File: src/rtl/osr_rx_pkg.sv
package osr_rx_pkg;

  typedef struct packed {
    logic shiftEn;
    logic wordDone;
    logic flush;
  } dpCtl_t;

  typedef enum logic [1:0] {
    ST_HUNT,
    ST_MARK,
    ST_DATA
  } rxState_e;

  localparam int ERR_W = 3;
  localparam logic [ERR_W-1:0] ERR_NONE    = 3'b000;
  localparam logic [ERR_W-1:0] ERR_PARITY  = 3'b001;
  localparam logic [ERR_W-1:0] ERR_TIMING  = 3'b010;
  localparam logic [ERR_W-1:0] ERR_OVERRUN = 3'b100;

endpackage

File: src/rtl/osr_rx_bitrec.sv
module osr_rx_bitrec #(
  parameter int OSR         = 8,
  parameter int SAMPLE_PH   = 3,
  parameter int SYNC_STAGES = 2
) (
  input  logic clk,
  input  logic rstN,
  input  logic lineIn,
  input  logic altIn,
  input  logic dataCtl,
  input  logic rxDis,
  output logic sampleStb,
  output logic bitVal,
  output logic timingViol
);

  localparam int PH_W    = $clog2(OSR);
  localparam int VIOL_LO = SAMPLE_PH - 1;
  localparam int VIOL_HI = SAMPLE_PH + 2;

  logic selIn;
  logic [SYNC_STAGES:0] syncQ;
  logic lineS;
  logic lineQ;
  logic lineEdge;
  logic [PH_W-1:0] ph;
  logic [PH_W-1:0] curPh;

  // The disable input forces the idle level; the select input picks the source.
  assign selIn = rxDis ? 1'b0 : (dataCtl ? lineIn : altIn);

  // Synchronizer chain plus one extra stage used for edge detection.
  generate
    for (genvar s = 0; s <= SYNC_STAGES; s++) begin : g_sync
      if (s == 0) begin : g_first
        always_ff @(posedge clk or negedge rstN) begin
          if (!rstN) syncQ[0] <= 1'b0;
          else       syncQ[0] <= selIn;
        end
      end else begin : g_next
        always_ff @(posedge clk or negedge rstN) begin
          if (!rstN) syncQ[s] <= 1'b0;
          else       syncQ[s] <= syncQ[s-1];
        end
      end
    end
  endgenerate

  assign lineS    = syncQ[SYNC_STAGES-1];
  assign lineQ    = syncQ[SYNC_STAGES];
  assign lineEdge = lineS ^ lineQ;

  // A transition marks phase 0 of a new bit.
  assign curPh = lineEdge ? '0 : ph;

  always_ff @(posedge clk or negedge rstN) begin
    if (!rstN)                           ph <= '0;
    else if (curPh == PH_W'(OSR - 1))    ph <= '0;
    else                                 ph <= curPh + 1'b1;
  end

  assign sampleStb  = (curPh == PH_W'(SAMPLE_PH));
  assign bitVal     = lineS;
  assign timingViol = lineEdge && (ph >= PH_W'(VIOL_LO)) && (ph <= PH_W'(VIOL_HI));

endmodule

File: src/rtl/osr_rx_dp.sv
module osr_rx_dp
  import osr_rx_pkg::*;
#(
  parameter int DATA_W = 8
) (
  input  logic              clk,
  input  logic              rstN,
  input  dpCtl_t            dpCtl,
  input  logic              bitVal,
  input  logic              rdN,
  output logic [DATA_W-1:0] dataOut,
  output logic              dataAvail,
  output logic              pendValid,
  output logic              parityBad
);

  logic [DATA_W-1:0] shiftReg;
  logic [DATA_W-1:0] pendByte;
  logic [DATA_W-1:0] holdReg;
  logic holdValid;
  logic pendV;
  logic rdPrev;
  logic rdRise;
  logic moveNow;

  assign rdRise    = rdN & ~rdPrev;
  assign moveNow   = pendV & ~holdValid & rdN & ~rdRise;
  // The current bit is the parity bit when this is consulted.
  assign parityBad = ^{shiftReg, bitVal};

  always_ff @(posedge clk or negedge rstN) begin
    if (!rstN) shiftReg <= '0;
    else if (dpCtl.shiftEn) shiftReg <= {bitVal, shiftReg[DATA_W-1:1]};
  end

  always_ff @(posedge clk or negedge rstN) begin
    if (!rstN) rdPrev <= 1'b1;
    else       rdPrev <= rdN;
  end

  always_ff @(posedge clk or negedge rstN) begin
    if (!rstN) begin
      pendByte  <= '0;
      pendV     <= 1'b0;
      holdReg   <= '0;
      holdValid <= 1'b0;
    end else if (dpCtl.flush) begin
      pendV     <= 1'b0;
      holdValid <= 1'b0;
    end else begin
      if (rdRise) begin
        holdValid <= 1'b0;
      end else if (moveNow) begin
        holdReg   <= pendByte;
        holdValid <= 1'b1;
        pendV     <= 1'b0;
      end
      if (dpCtl.wordDone) begin
        pendByte <= shiftReg;
        pendV    <= 1'b1;
      end
    end
  end

  assign dataOut   = holdReg;
  assign dataAvail = holdValid;
  assign pendValid = pendV;

endmodule

File: src/rtl/osr_rx_ctrl.sv
module osr_rx_ctrl
  import osr_rx_pkg::*;
#(
  parameter int DATA_W  = 8,
  parameter int PRE_LEN = 4
) (
  input  logic             clk,
  input  logic             rstN,
  input  logic             sampleStb,
  input  logic             bitVal,
  input  logic             timingViol,
  input  logic             parityBad,
  input  logic             pendValid,
  input  logic             errRead,
  output dpCtl_t           dpCtl,
  output logic             rxActive,
  output logic             err,
  output logic [ERR_W-1:0] errCode
);

  localparam int ONES_W = $clog2(PRE_LEN + 1);
  localparam int CNT_W  = $clog2(DATA_W + 1);

  rxState_e state;
  logic [ONES_W-1:0] onesCnt;
  logic [CNT_W-1:0]  bitCnt;
  logic lastBit;
  logic startDet;
  logic errHit;
  logic [ERR_W-1:0] errVal;

  assign lastBit  = (state == ST_DATA) && (bitCnt == CNT_W'(DATA_W));
  assign startDet = (state == ST_HUNT) && sampleStb && !bitVal &&
                    (onesCnt == ONES_W'(PRE_LEN));

  always_comb begin
    errHit = 1'b0;
    errVal = ERR_NONE;
    if ((state != ST_HUNT) && timingViol) begin
      errHit = 1'b1;
      errVal = ERR_TIMING;
    end else if (lastBit && sampleStb) begin
      if (parityBad) begin
        errHit = 1'b1;
        errVal = ERR_PARITY;
      end else if (pendValid) begin
        errHit = 1'b1;
        errVal = ERR_OVERRUN;
      end
    end
  end

  always_comb begin
    dpCtl.shiftEn  = (state == ST_DATA) && sampleStb && !lastBit;
    dpCtl.wordDone = lastBit && sampleStb && !errHit;
    dpCtl.flush    = errHit;
  end

  always_ff @(posedge clk or negedge rstN) begin
    if (!rstN) begin
      state    <= ST_HUNT;
      onesCnt  <= '0;
      bitCnt   <= '0;
      rxActive <= 1'b0;
    end else if (errHit) begin
      state    <= ST_HUNT;
      onesCnt  <= '0;
      rxActive <= 1'b0;
    end else begin
      unique case (state)
        ST_HUNT: begin
          if (sampleStb) begin
            if (bitVal) begin
              if (onesCnt != ONES_W'(PRE_LEN)) onesCnt <= onesCnt + 1'b1;
            end else begin
              onesCnt <= '0;
              if (startDet) begin
                state    <= ST_MARK;
                rxActive <= 1'b1;
              end
            end
          end
        end
        ST_MARK: begin
          if (sampleStb) begin
            if (bitVal) begin
              state  <= ST_DATA;
              bitCnt <= '0;
            end else begin
              state    <= ST_HUNT;
              rxActive <= 1'b0;
            end
          end
        end
        ST_DATA: begin
          if (sampleStb) begin
            if (lastBit) state  <= ST_MARK;
            else         bitCnt <= bitCnt + 1'b1;
          end
        end
        default: state <= ST_HUNT;
      endcase
    end
  end

  always_ff @(posedge clk or negedge rstN) begin
    if (!rstN) begin
      err     <= 1'b0;
      errCode <= ERR_NONE;
    end else if (errHit) begin
      err     <= 1'b1;
      errCode <= errVal;
    end else if (startDet || errRead) begin
      err     <= 1'b0;
      errCode <= ERR_NONE;
    end
  end

endmodule

File: src/rtl/osr_rx_top.sv
module osr_rx_top
  import osr_rx_pkg::*;
#(
  parameter int DATA_W      = 8,
  parameter int OSR         = 8,
  parameter int SAMPLE_PH   = 3,
  parameter int SYNC_STAGES = 2,
  parameter int PRE_LEN     = 4
) (
  input  logic              clk,
  input  logic              rstN,
  input  logic              lineIn,
  input  logic              altIn,
  input  logic              dataCtl,
  input  logic              rxDis,
  input  logic              rdN,
  input  logic              errRead,
  output logic              rxActive,
  output logic              dataAvail,
  output logic              err,
  output logic [2:0]        errCode,
  output logic [DATA_W-1:0] dataOut
);

  dpCtl_t dpCtl;
  logic sampleStb;
  logic bitVal;
  logic timingViol;
  logic parityBad;
  logic pendValid;

  osr_rx_bitrec #(
    .OSR(OSR), .SAMPLE_PH(SAMPLE_PH), .SYNC_STAGES(SYNC_STAGES)
  ) u_bitrec (
    .clk(clk), .rstN(rstN), .lineIn(lineIn), .altIn(altIn),
    .dataCtl(dataCtl), .rxDis(rxDis), .sampleStb(sampleStb),
    .bitVal(bitVal), .timingViol(timingViol)
  );

  osr_rx_ctrl #(.DATA_W(DATA_W), .PRE_LEN(PRE_LEN)) u_ctrl (
    .clk(clk), .rstN(rstN), .sampleStb(sampleStb), .bitVal(bitVal),
    .timingViol(timingViol), .parityBad(parityBad), .pendValid(pendValid),
    .errRead(errRead), .dpCtl(dpCtl), .rxActive(rxActive), .err(err),
    .errCode(errCode)
  );

  osr_rx_dp #(.DATA_W(DATA_W)) u_dp (
    .clk(clk), .rstN(rstN), .dpCtl(dpCtl), .bitVal(bitVal), .rdN(rdN),
    .dataOut(dataOut), .dataAvail(dataAvail), .pendValid(pendValid),
    .parityBad(parityBad)
  );

endmodule

File: config.mk
export PLATFORM = sky130hd
export DESIGN_NAME = osr_rx_top
export DESIGN_NICKNAME = d
export VERILOG_FILES = /design/src/rtl/osr_rx_pkg.sv /design/src/rtl/osr_rx_bitrec.sv /design/src/rtl/osr_rx_dp.sv /design/src/rtl/osr_rx_ctrl.sv /design/src/rtl/osr_rx_top.sv
export SDC_FILE = /design/constraint.sdc
export NUM_CORES = 1
export LEC_CHECK = 0
export ABC_AREA = 0
export BUFFER_PORTS_ARGS = -buffer_cell sky130_fd_sc_hd__buf_2
export CAP_MARGIN = 20
export CORE_UTILIZATION = 45
export CTS_CLUSTER_SIZE = 28
export DETAILED_ROUTE_END_ITERATION = 7
export GPL_ROUTABILITY_DRIVEN = 0
export PLACE_DENSITY = 0.66
export SETUP_SLACK_MARGIN = 0.05
export SYNTH_ARGS = -nofsm -noshare
export SYNTH_HDL_FRONTEND = slang
export SYNTH_HIERARCHICAL = 1
export SYNTH_SLANG_ARGS = --single-unit
export TNS_END_PERCENT = 20
File: constraint.sdc
create_clock -name clk -period 2.7 [get_ports clk]
set_input_delay 0.54 -clock clk [delete_from_list [all_inputs] [get_ports clk]]
set_output_delay 0.54 -clock clk [all_outputs]
set_load 0.02 [all_outputs]
; ---- After elaboration in Yosys (flattened, before gate mapping)
; Index checks and enable logic that the tools add are counted.
[classes]
mux = 49
n_bitwise = 9
magnitude_cmp = 2
addsub = 3
n_eq_ne = 20
reduce_logical = 32
[ops]
columns = op, count
row1 = two-way mux 3 bit, 13
row2 = two-way mux 1 bit, 21
row3 = != test 3 x 1 -> 1 bit (second input constant), 6
row4 = AND reduction 6 bit, 3
row5 = two-way mux 2 bit, 8
row6 = two-way mux 4 bit, 4
row7 = logical AND 1 bit, 11
row8 = nonzero test 2 bit, 5
row9 = nonzero test 3 bit, 3
row10 = parity 9 bit, 1
row11 = case mux 4 bit (2 select lines), 1
row12 = adder 3 x 1 -> 3 bit (second input constant), 2
row13 = equality test 3 bit (second input constant), 2
row14 = != test 3 x 2 -> 1 bit (second input constant), 2
row15 = != test 3 bit (second input constant), 2
row16 = case mux 2 bit (3 select lines), 1
row17 = AND reduction 3 bit, 2
row18 = adder 4 x 1 -> 4 bit (second input constant), 1
row19 = bitwise AND 1 bit, 4
row20 = equality test 4 bit (second input constant), 1
row21 = != test 2 x 1 -> 1 bit (second input constant), 2
row22 = != test 2 bit (second input constant), 2
row23 = NOT 1 bit, 4
row24 = AND reduction 2 bit, 2
row25 = 10 further kinds, 12
[totals]
input_bits = 8
register_bits = 47
out_inout_bits = 14

; ---- Depth between registers and ports, before layout
; Gate-level depths: netlist of the first run.
[depth]
ltp_word = 11
ltp_mapped = 10
mapped_depth_nobuf = 8

; ---- By module
; The synthesis of the first run kept the hierarchy.
[by_module_without_submodules]
columns = module, area_each_um2, cells_each, instances
row1 = osr_rx_dp, 1101.1, 68, 1
row2 = osr_rx_ctrl, 943.4, 94, 1
row3 = osr_rx_bitrec, 241.5, 18, 1

; ---- Worst setup path after synthesis of the first run
; OpenSTA, ideal clock, no wires.
[synth_path]
path_type = register to register
from = reg u_bitrec.syncQ[1], in the netlist u_bitrec/bitVal
to = reg u_dp.pendByte[0]
setup_slack_ns = 0.097
t_required_ns = 2.575
path_stages_with_launch = 10
period_less_slack_ns = 2.603
arrival_time_ns = 2.478
path_cell_list = dfrtp_1 xnor2_1 xnor3_1 xnor2_1 nor2_1 o31ai_4 buf_4 nand2b_1 buf_2 mux2_2
[synth_via]
elab_cells_between_ends = 15
[synth_rtl]
columns = item, line
row1 = start: declaration, osr_rx_bitrec.sv:22  ; logic [SYNC_STAGES:0] syncQ;
row2 = start signal: indexed assignment, osr_rx_bitrec.sv:43  ; else syncQ[s] <= syncQ[s-1];
row3 = parity 9 bit (*), osr_rx_dp.sv:29  ; assign parityBad = ^{shiftReg, bitVal};
row4 = via parityBad, osr_rx_top.sv:29  ; logic parityBad;
row5 = two-way mux 1 bit (*), osr_rx_ctrl.sv:43  ; if (parityBad) begin
row6 = two-way mux 1 bit (*), osr_rx_ctrl.sv:42  ; end else if (lastBit && sampleStb) begin
row7 = two-way mux 1 bit (*), osr_rx_ctrl.sv:39  ; if ((state != ST_HUNT) && timingViol) begin
row8 = via u_ctrl.errHit, osr_rx_ctrl.sv:29  ; logic errHit;
row9 = logical NOT 1 bit, osr_rx_ctrl.sv:55  ; dpCtl.wordDone = lastBit && sampleStb && !errHit;
row10 = logical AND 1 bit, osr_rx_ctrl.sv:55
row11 = AND reduction 2 bit (no line) (*), --
row12 = end signal: assignment, osr_rx_dp.sv:59  ; pendByte <= shiftReg;
row13 = end: declaration, osr_rx_dp.sv:18  ; logic [DATA_W-1:0] pendByte;
; Mark *: on every way through the listed nets, which the timed path passes. The rest lies on a longest branch.
; A chain may end at the register's enable or synchronous reset.

==> impl_metrics.toml, run 1 <==
[finish]
nets = 221
area_growth_pct = 14.0
layout-drive-gt1-share_pct = 33.7
n_antenna_cell = 0

[logic_synthesis]
synthArstFlopShare_pct = 100
synth_warnings = 6
ys_top_cells_by_count = "dfrtp_1, mux2_2, inv_1"
yosysMostFrequentCell = "dfrtp_1"
syn_nets = 194
synth.ff_latch_count = 47
synth-seq-area-share_pct = 51.5
synth-edff-count = 0
post-synth-top-area-fraction_pct = 50.4
syn-cell-area_um2 = 2290
syn_avg_cell_area_um2 = 12.7
synthFlopType = "dfrtp_1"
synth_top_cell_by_area = "dfrtp_1"
ys_types = 51
ys_top_cells_by_area = "dfrtp_1, mux2_2, ha_1"
syn_inst = 180

[timing]
worst_slew_pin_slew_ns = 0.471
max_freq_ghz = 0.403
fin_worst_skew_ns = 0.00781
worst_slack_ns = 0.220
slew_viol_final = 0
fin_crit_sh_pct = 91.9
period_minus_slack_ns = 2.48
rsz0062_at_grt = "false"
setup_tns_ns = 0
slew_headroom_pct = 68.6
setup_violations = 0
finalHoldViolCount = 0

[placement]
dp_hpwl_um = 2930
pre_cts_ws_ns = 0.0714
numPortBuffers = 21

[setup_path]
worst_setup_path_start_kind = "register"
path_cells = "xnor2_1 -> xnor3_1 -> xnor2_1 -> nor2_1 -> o31ai_4 -> nor3b_4 -> mux2_2"
cp_slowest_cell = "nor3b_4"
crit_fanout = 8
crit_top_cell = "xnor2_1"
r2r_end = "u_dp/dataOut[6]"
worstPathRequired_ns = 2.88
end_kind = "register"
r2r_slack_ns = 0.22
cp_data_arrival_time_ns = 2.66
critical_path.endpoint = "u_dp/dataOut[6]"
slowest_delay_ns = 0.44
crit_type = "register to register"
crit_start = "u_dp/shiftReg[3]"
r2r_start = "u_dp/shiftReg[3]"
worst_r2r_path_depth = 7

[power_and_ir_drop]
leakagePower_uw = 0.00128
power_frac_clock_pct = 32.4
power_switching_uw = 442
p_int_uw = 1200
seq_power_share_pct = 49.7
pwr-share-comb_pct = 18.0
p_per_area_nw_per_um2 = 630
ir_drop_mv = 0.429
swShare_pct = 26.9

[route]
first_pass_iters = 5
via_count = 1453
ant_nets = 0
avgViaCountPerCell = 5.28
drcViolationCount = 0
wl_per_cell_um = 14.6
drt_iter0_markers = 35
wl_um = 4010

[outcome]
status = "completed"

[cts]
cts_sinks = 47
root_buffer = "clkbuf_8"
postCtsSetupBuffers = 0
clk_latency_ns = 0.30
clk_path_buf_depth = 2
cts_tree = "done"
h-tree-depth = 2
cts-buffers-inserted = 5
path_clk_slew_ns = 0.09

[floorplan]
placementRows = 25
core_um2 = 4820
num_io_pins = 22
initial_utilization_pct = 47.5
dieArea_um2 = 5370
dieHeight_um = 73.3
dieWidth_um = 73.3

[grt]
grt_usage_pct = 16.4
grt_overflow = 0
grt_first_pass_wirelength_um = 6580
grt_pass1_vias = 1479
grt_start_max_net_pins = 48
antenna_found_initial = 0

[run]
drv_cap = 0

[hold_path]
hp-class = "input port to async pin"
-- flip-flops by register name, summed over array words and instances (netlist names) --
register,cells
u_dp/dataOut,8
u_dp/pendByte,8
u_dp/shiftReg,8
u_ctrl/bitCnt,4
u_bitrec/ph,3
u_ctrl/errCode,3
u_ctrl/onesCnt,3
u_ctrl/state,2
u_bitrec/bitVal,1
u_bitrec/lineQ,1
u_bitrec/syncQ,1
u_ctrl/err,1
u_ctrl/rxActive,1
u_dp/dataAvail,1
u_dp/pendValid,1
u_dp/rdPrev,1
-- per-layer routing --
layer	global-route usage, %	wire length (um)	vias to the layer above
li1	-	-	700
met1	18.9	1810	714
met2	28.5	2020	31
met3	4.12	122	8
met4	8.06	55	0
met5	0	0	-
-- power groups by stage --
stage | Sequential, uW | Clock, uW | Combinational, uW
6_report | 815 | 531 | 295
5_1_grt | 827 | 575 | 327
4_1_cts | 815 | 549 | 293
3_5_place_dp | 829 | 0 | 292
3_3_place_gp | 825 | 0 | 280
2_1_floorplan | 817 | 0 | 221
-- cell usage in the layout (no fill, tap or decap), drive strengths merged, types with 2 or more instances in the layout --
cell and n:
a21o 2, a21oi 5, a311oi 2, a31oi 2
and2 2, and2b 3, and3 2, and3b 3
buf 27, clkbuf 6, dfrtp 46, ha 6
inv 10, mux2 24, mux2i 2, nand2 8
nand2b 2, nand3 2, nand3b 2, nand4 4
nor2 5, nor2b 4, nor3 4, nor3b 3
o21ai 4, o2bb2ai 2, o41ai 2, xnor2 7
-- metrics by stage --
step           hold WS [ns]  cells  instance area [um^2]  utilization (%)  power (uW)
6_report             0.0493    275                  2610             54.1        1640
5_1_grt              0.0332    275                  2610             54.1        1730
4_1_cts               0.355    274                  2580             53.5        1660
3_5_place_dp          0.336    266                  2460             51.0        1120
3_3_place_gp          0.332    266                  2460             51.0        1100
2_1_floorplan         0.244    180                  2290                -        1040
-- area by class of cell --
type                            instances  area [um^2]
Fill cell                             421         2210
Sequential cell                        47         1180
Multi-Input combinational cell        117         1030
Timing Repair Buffer                   27          163
Tap cell                               67         83.8
Clock buffer                            6         82.6
Clock inverter                          2         38.8
Inverter                                9         33.8
-- repair_timing --
action | CTS | global route
gates resized for setup | 0 | 2
hold buffers | 0 | 0
setup endpoints to repair | 0 | 8
-- worst max-delay path: cells and delay by family (launching register included) --
family	cells	cell delay, ns
multiplexers	1	0.40
XOR/XNOR	3	0.75
AO/OA/AOI/OAI	1	0.13
AND/OR/NAND/NOR	2	0.65
flip-flops	1	0.43
-- worst min-delay path by stage --
| stage | to | slack (ns) | cells after the start |
|---|---|---|---|
| after floorplan | u_bitrec/bitVal | 0.24 | 0 |
| after global placement | u_bitrec/bitVal | 0.33 | 0 |
| after detailed placement | u_bitrec/bitVal | 0.34 | 0 |
| after CTS | u_bitrec/bitVal | 0.36 | 0 |
| after global routing | u_ctrl/err | 0.03 | 1 |
| final | u_ctrl/onesCnt[2] | 0.05 | 1 |
-- cells by family after synthesis --
group | after synthesis | share of synthesized area (%)
muxes | 26 | 12.7
xor gates and xnor gates | 9 | 4.38
DFF | 47 | 51.5
AOI/OAI and AO/OA | 27 | 9.36
buffers and inverters | 16 | 3.89
adders and majority gates | 6 | 3.28
and+or+nand+nor | 49 | 14.9
(Power assumes the default switching activity.)
==> run 2: changes to the inputs <==
--- a/config.mk
+++ b/config.mk
@@ -5,7 +5,7 @@
 export SDC_FILE = /design/constraint.sdc
 export NUM_CORES = 1
 export LEC_CHECK = 0
-export ABC_AREA = 0
+export ABC_AREA = 1
 export BUFFER_PORTS_ARGS = -buffer_cell sky130_fd_sc_hd__buf_2
 export CAP_MARGIN = 20
 export CORE_UTILIZATION = 45
==> impl_metrics.toml, run 2 <==
[setup_path]
crit_top_cell = "nand2_1"
crit_family = "simple AND/OR/NAND/NOR gates"
r2r_slack_ns = 0.42
worst_r2r_path_depth = 14
worst_setup_path_start_kind = "register"
cp_data_arrival_time_ns = 2.50
worstPathRequired_ns = 2.92
path_cells = "inv_2 -> nand2_1 -> nand2_1 -> nor2_1 -> ha_1 -> ha_1 -> inv_1 -> nor2_4 -> nand3_4 -> nand2_4 -> inv_2 -> nand2_4 -> nand2_1 -> o21ai_1"
slowest_delay_ns = 0.58
crit_type = "register to register"
r2r_end = "u_dp/pendByte[7]"
end_kind = "register"
r2r_start = "u_bitrec/bitVal"
cp_slowest_cell = "dfrtp_1"
path_depth = 14
cp_num_buf_inv = 3
crit_fanout = 17

[placement]
numPortBuffers = 21
place_area_um2 = 2530
dp_hpwl_um = 2960

[logic_synthesis]
ys_top_cells_by_area = "dfrtp_1, nand2_1, o21ai_1"
syn-cell-area_um2 = 2360
synth-seq-area-share_pct = 49.9
syn_inst = 279
syn_avg_cell_area_um2 = 8.45
ys_top_cells_by_count = "nand2_1, dfrtp_1, inv_1"
synth.ff_latch_count = 47
post-synth-top-area-fraction_pct = 48.8
synth_warnings = 6
syn_nets = 293
synth-edff-count = 0
synthArstFlopShare_pct = 100
yosysMostFrequentCell = "nand2_1"
synthFlopType = "dfrtp_1"
ys_types = 29
synth_top_cell_by_area = "dfrtp_1"

[finish]
final_common_cell = "nand2_1"
nets = 318
area_growth_pct = 11.6
final_cell_area_um2 = 2630
n_antenna_cell = 0
layout-drive-gt1-share_pct = 21.3
num-fill-cells = 480
final_cell_mix = "nand2_1, dfrtp_1, inv_1"

[timing]
rsz0062_at_grt = "false"
period_minus_slack_ns = 2.28
slew_viol_final = 0
setup_violations = 0
max_freq_ghz = 0.438
finalHoldViolCount = 0
setup_tns_ns = 0
worst_slew_pin_slew_ns = 0.401
fin_worst_skew_ns = 0.00688
slew_headroom_pct = 73.3
fin_crit_sh_pct = 84.5

[floorplan]
placementRows = 25
num_io_pins = 22
dieWidth_um = 74.4
dieHeight_um = 74.4
core_um2 = 4880
initial_utilization_pct = 48.3
dieArea_um2 = 5530

[grt]
grt_start_max_net_pins = 48
grt_pass1_vias = 1577
grt_first_pass_wirelength_um = 7090
grt_usage_pct = 16.9
antenna_found_initial = 0
grt_overflow = 0

[route]
wl_per_cell_um = 10.9
drt_iter0_markers = 102
drcViolationCount = 0
ant_nets = 0
via_count = 1771
avgViaCountPerCell = 4.76
wl_um = 4060
first_pass_iters = 4

[cts]
cts_tree = "done"
post_cts_resized = 0
path_clk_slew_ns = 0.09
cts-buffers-inserted = 5
clk_latency_ns = 0.30
postCtsSetupBuffers = 0
h-tree-depth = 2
hold_buffers = 0
root_buffer = "clkbuf_8"
cts_sinks = 47
clk_path_buf_depth = 2

[power_and_ir_drop]
leakagePower_uw = 0.00139
ir_drop_mv = 0.281
p_per_area_nw_per_um2 = 794

[outcome]
status = "completed"

[run]
drv_cap = 0

[hold_path]
hp-class = "input port to async pin"
-- run 2: changes by cell type after synthesis, moves of 4 or more --
cell,delta
mux2_2,-24
nand3_1,+16
inv_1,+16
nand2_1,+82
nor2b_1,-4
nor2_2,+4
nand2_4,+4
o21ai_0,+8
xnor2_1,-6
o21ai_1,+21
nor3_1,-4
nand2_2,+6
inv_2,+9
nor2_1,+5
-- run 2: through the flow --
step	setup slack [ns]	cells	util, %	power (uW)	hold WS (ns)
6_report	0.417	372	53.9	2090	0.205
2_1_floorplan	0.450	279	-	1490	0.244
4_1_cts	0.387	372	53.9	2110	0.212
3_3_place_gp	0.530	364	51.9	1640	0.337
3_5_place_dp	0.417	364	51.9	1650	0.336
5_1_grt	0.150	372	53.9	2260	0.209
-- run 2: cell families (layout without fill, tap and decap cells) --
kind of cell / count (synthesis) / after routing / share of synthesized area [%]
compound gates: 41 / 41 / 9.76
xor+xnor: 4 / 4 / 1.49
fa+ha+maj: 6 / 6 / 3.18
buf+inv: 40 / 66 / 7.59
flops: 47 / 47 / 49.9
simple gates: 141 / 141 / 28.1
-- run 2: final cells by class --
type / instances / area, um^2 / area share (%)
Clock inverter: 2 / 16.3 / 0.618
Timing Repair Buffer: 23 / 133 / 5.04
Clock buffer: 6 / 82.6 / 3.14
Sequential cell: 47 / 1180 / 44.7
Inverter: 35 / 136 / 5.18
Tap cell: 67 / 83.8 / 3.19
Multi-Input combinational cell: 192 / 1000 / 38.1
-- run 2: metal layers --
metal	up-vias	routed length, um	track usage, %
li1	945	-	-
met1	791	2110	23.6
met5	-	0	0
met2	33	1780	26.1
met4	0	25	3.98
met3	2	140	4.47
-- run 2: how the worst max path moves through the flow --
stage | start | to | slack, ns
6_report | u_bitrec/bitVal | u_dp/pendByte[7] | 0.42
4_1_cts | u_bitrec/bitVal | u_dp/pendByte[6] | 0.39
2_1_floorplan | u_bitrec/bitVal | u_dp/pendByte[6] | 0.45
5_1_grt | u_bitrec/bitVal | u_dp/pendByte[7] | 0.15
3_3_place_gp | u_bitrec/bitVal | u_dp/pendByte[4] | 0.53
3_5_place_dp | u_bitrec/bitVal | u_dp/pendByte[6] | 0.42
-- run 2: where the power goes --
part	internal (uW)	switching [uW]
Sequential	808	96.8
Combinational	249	486
Clock	209	239
Total	1270	822
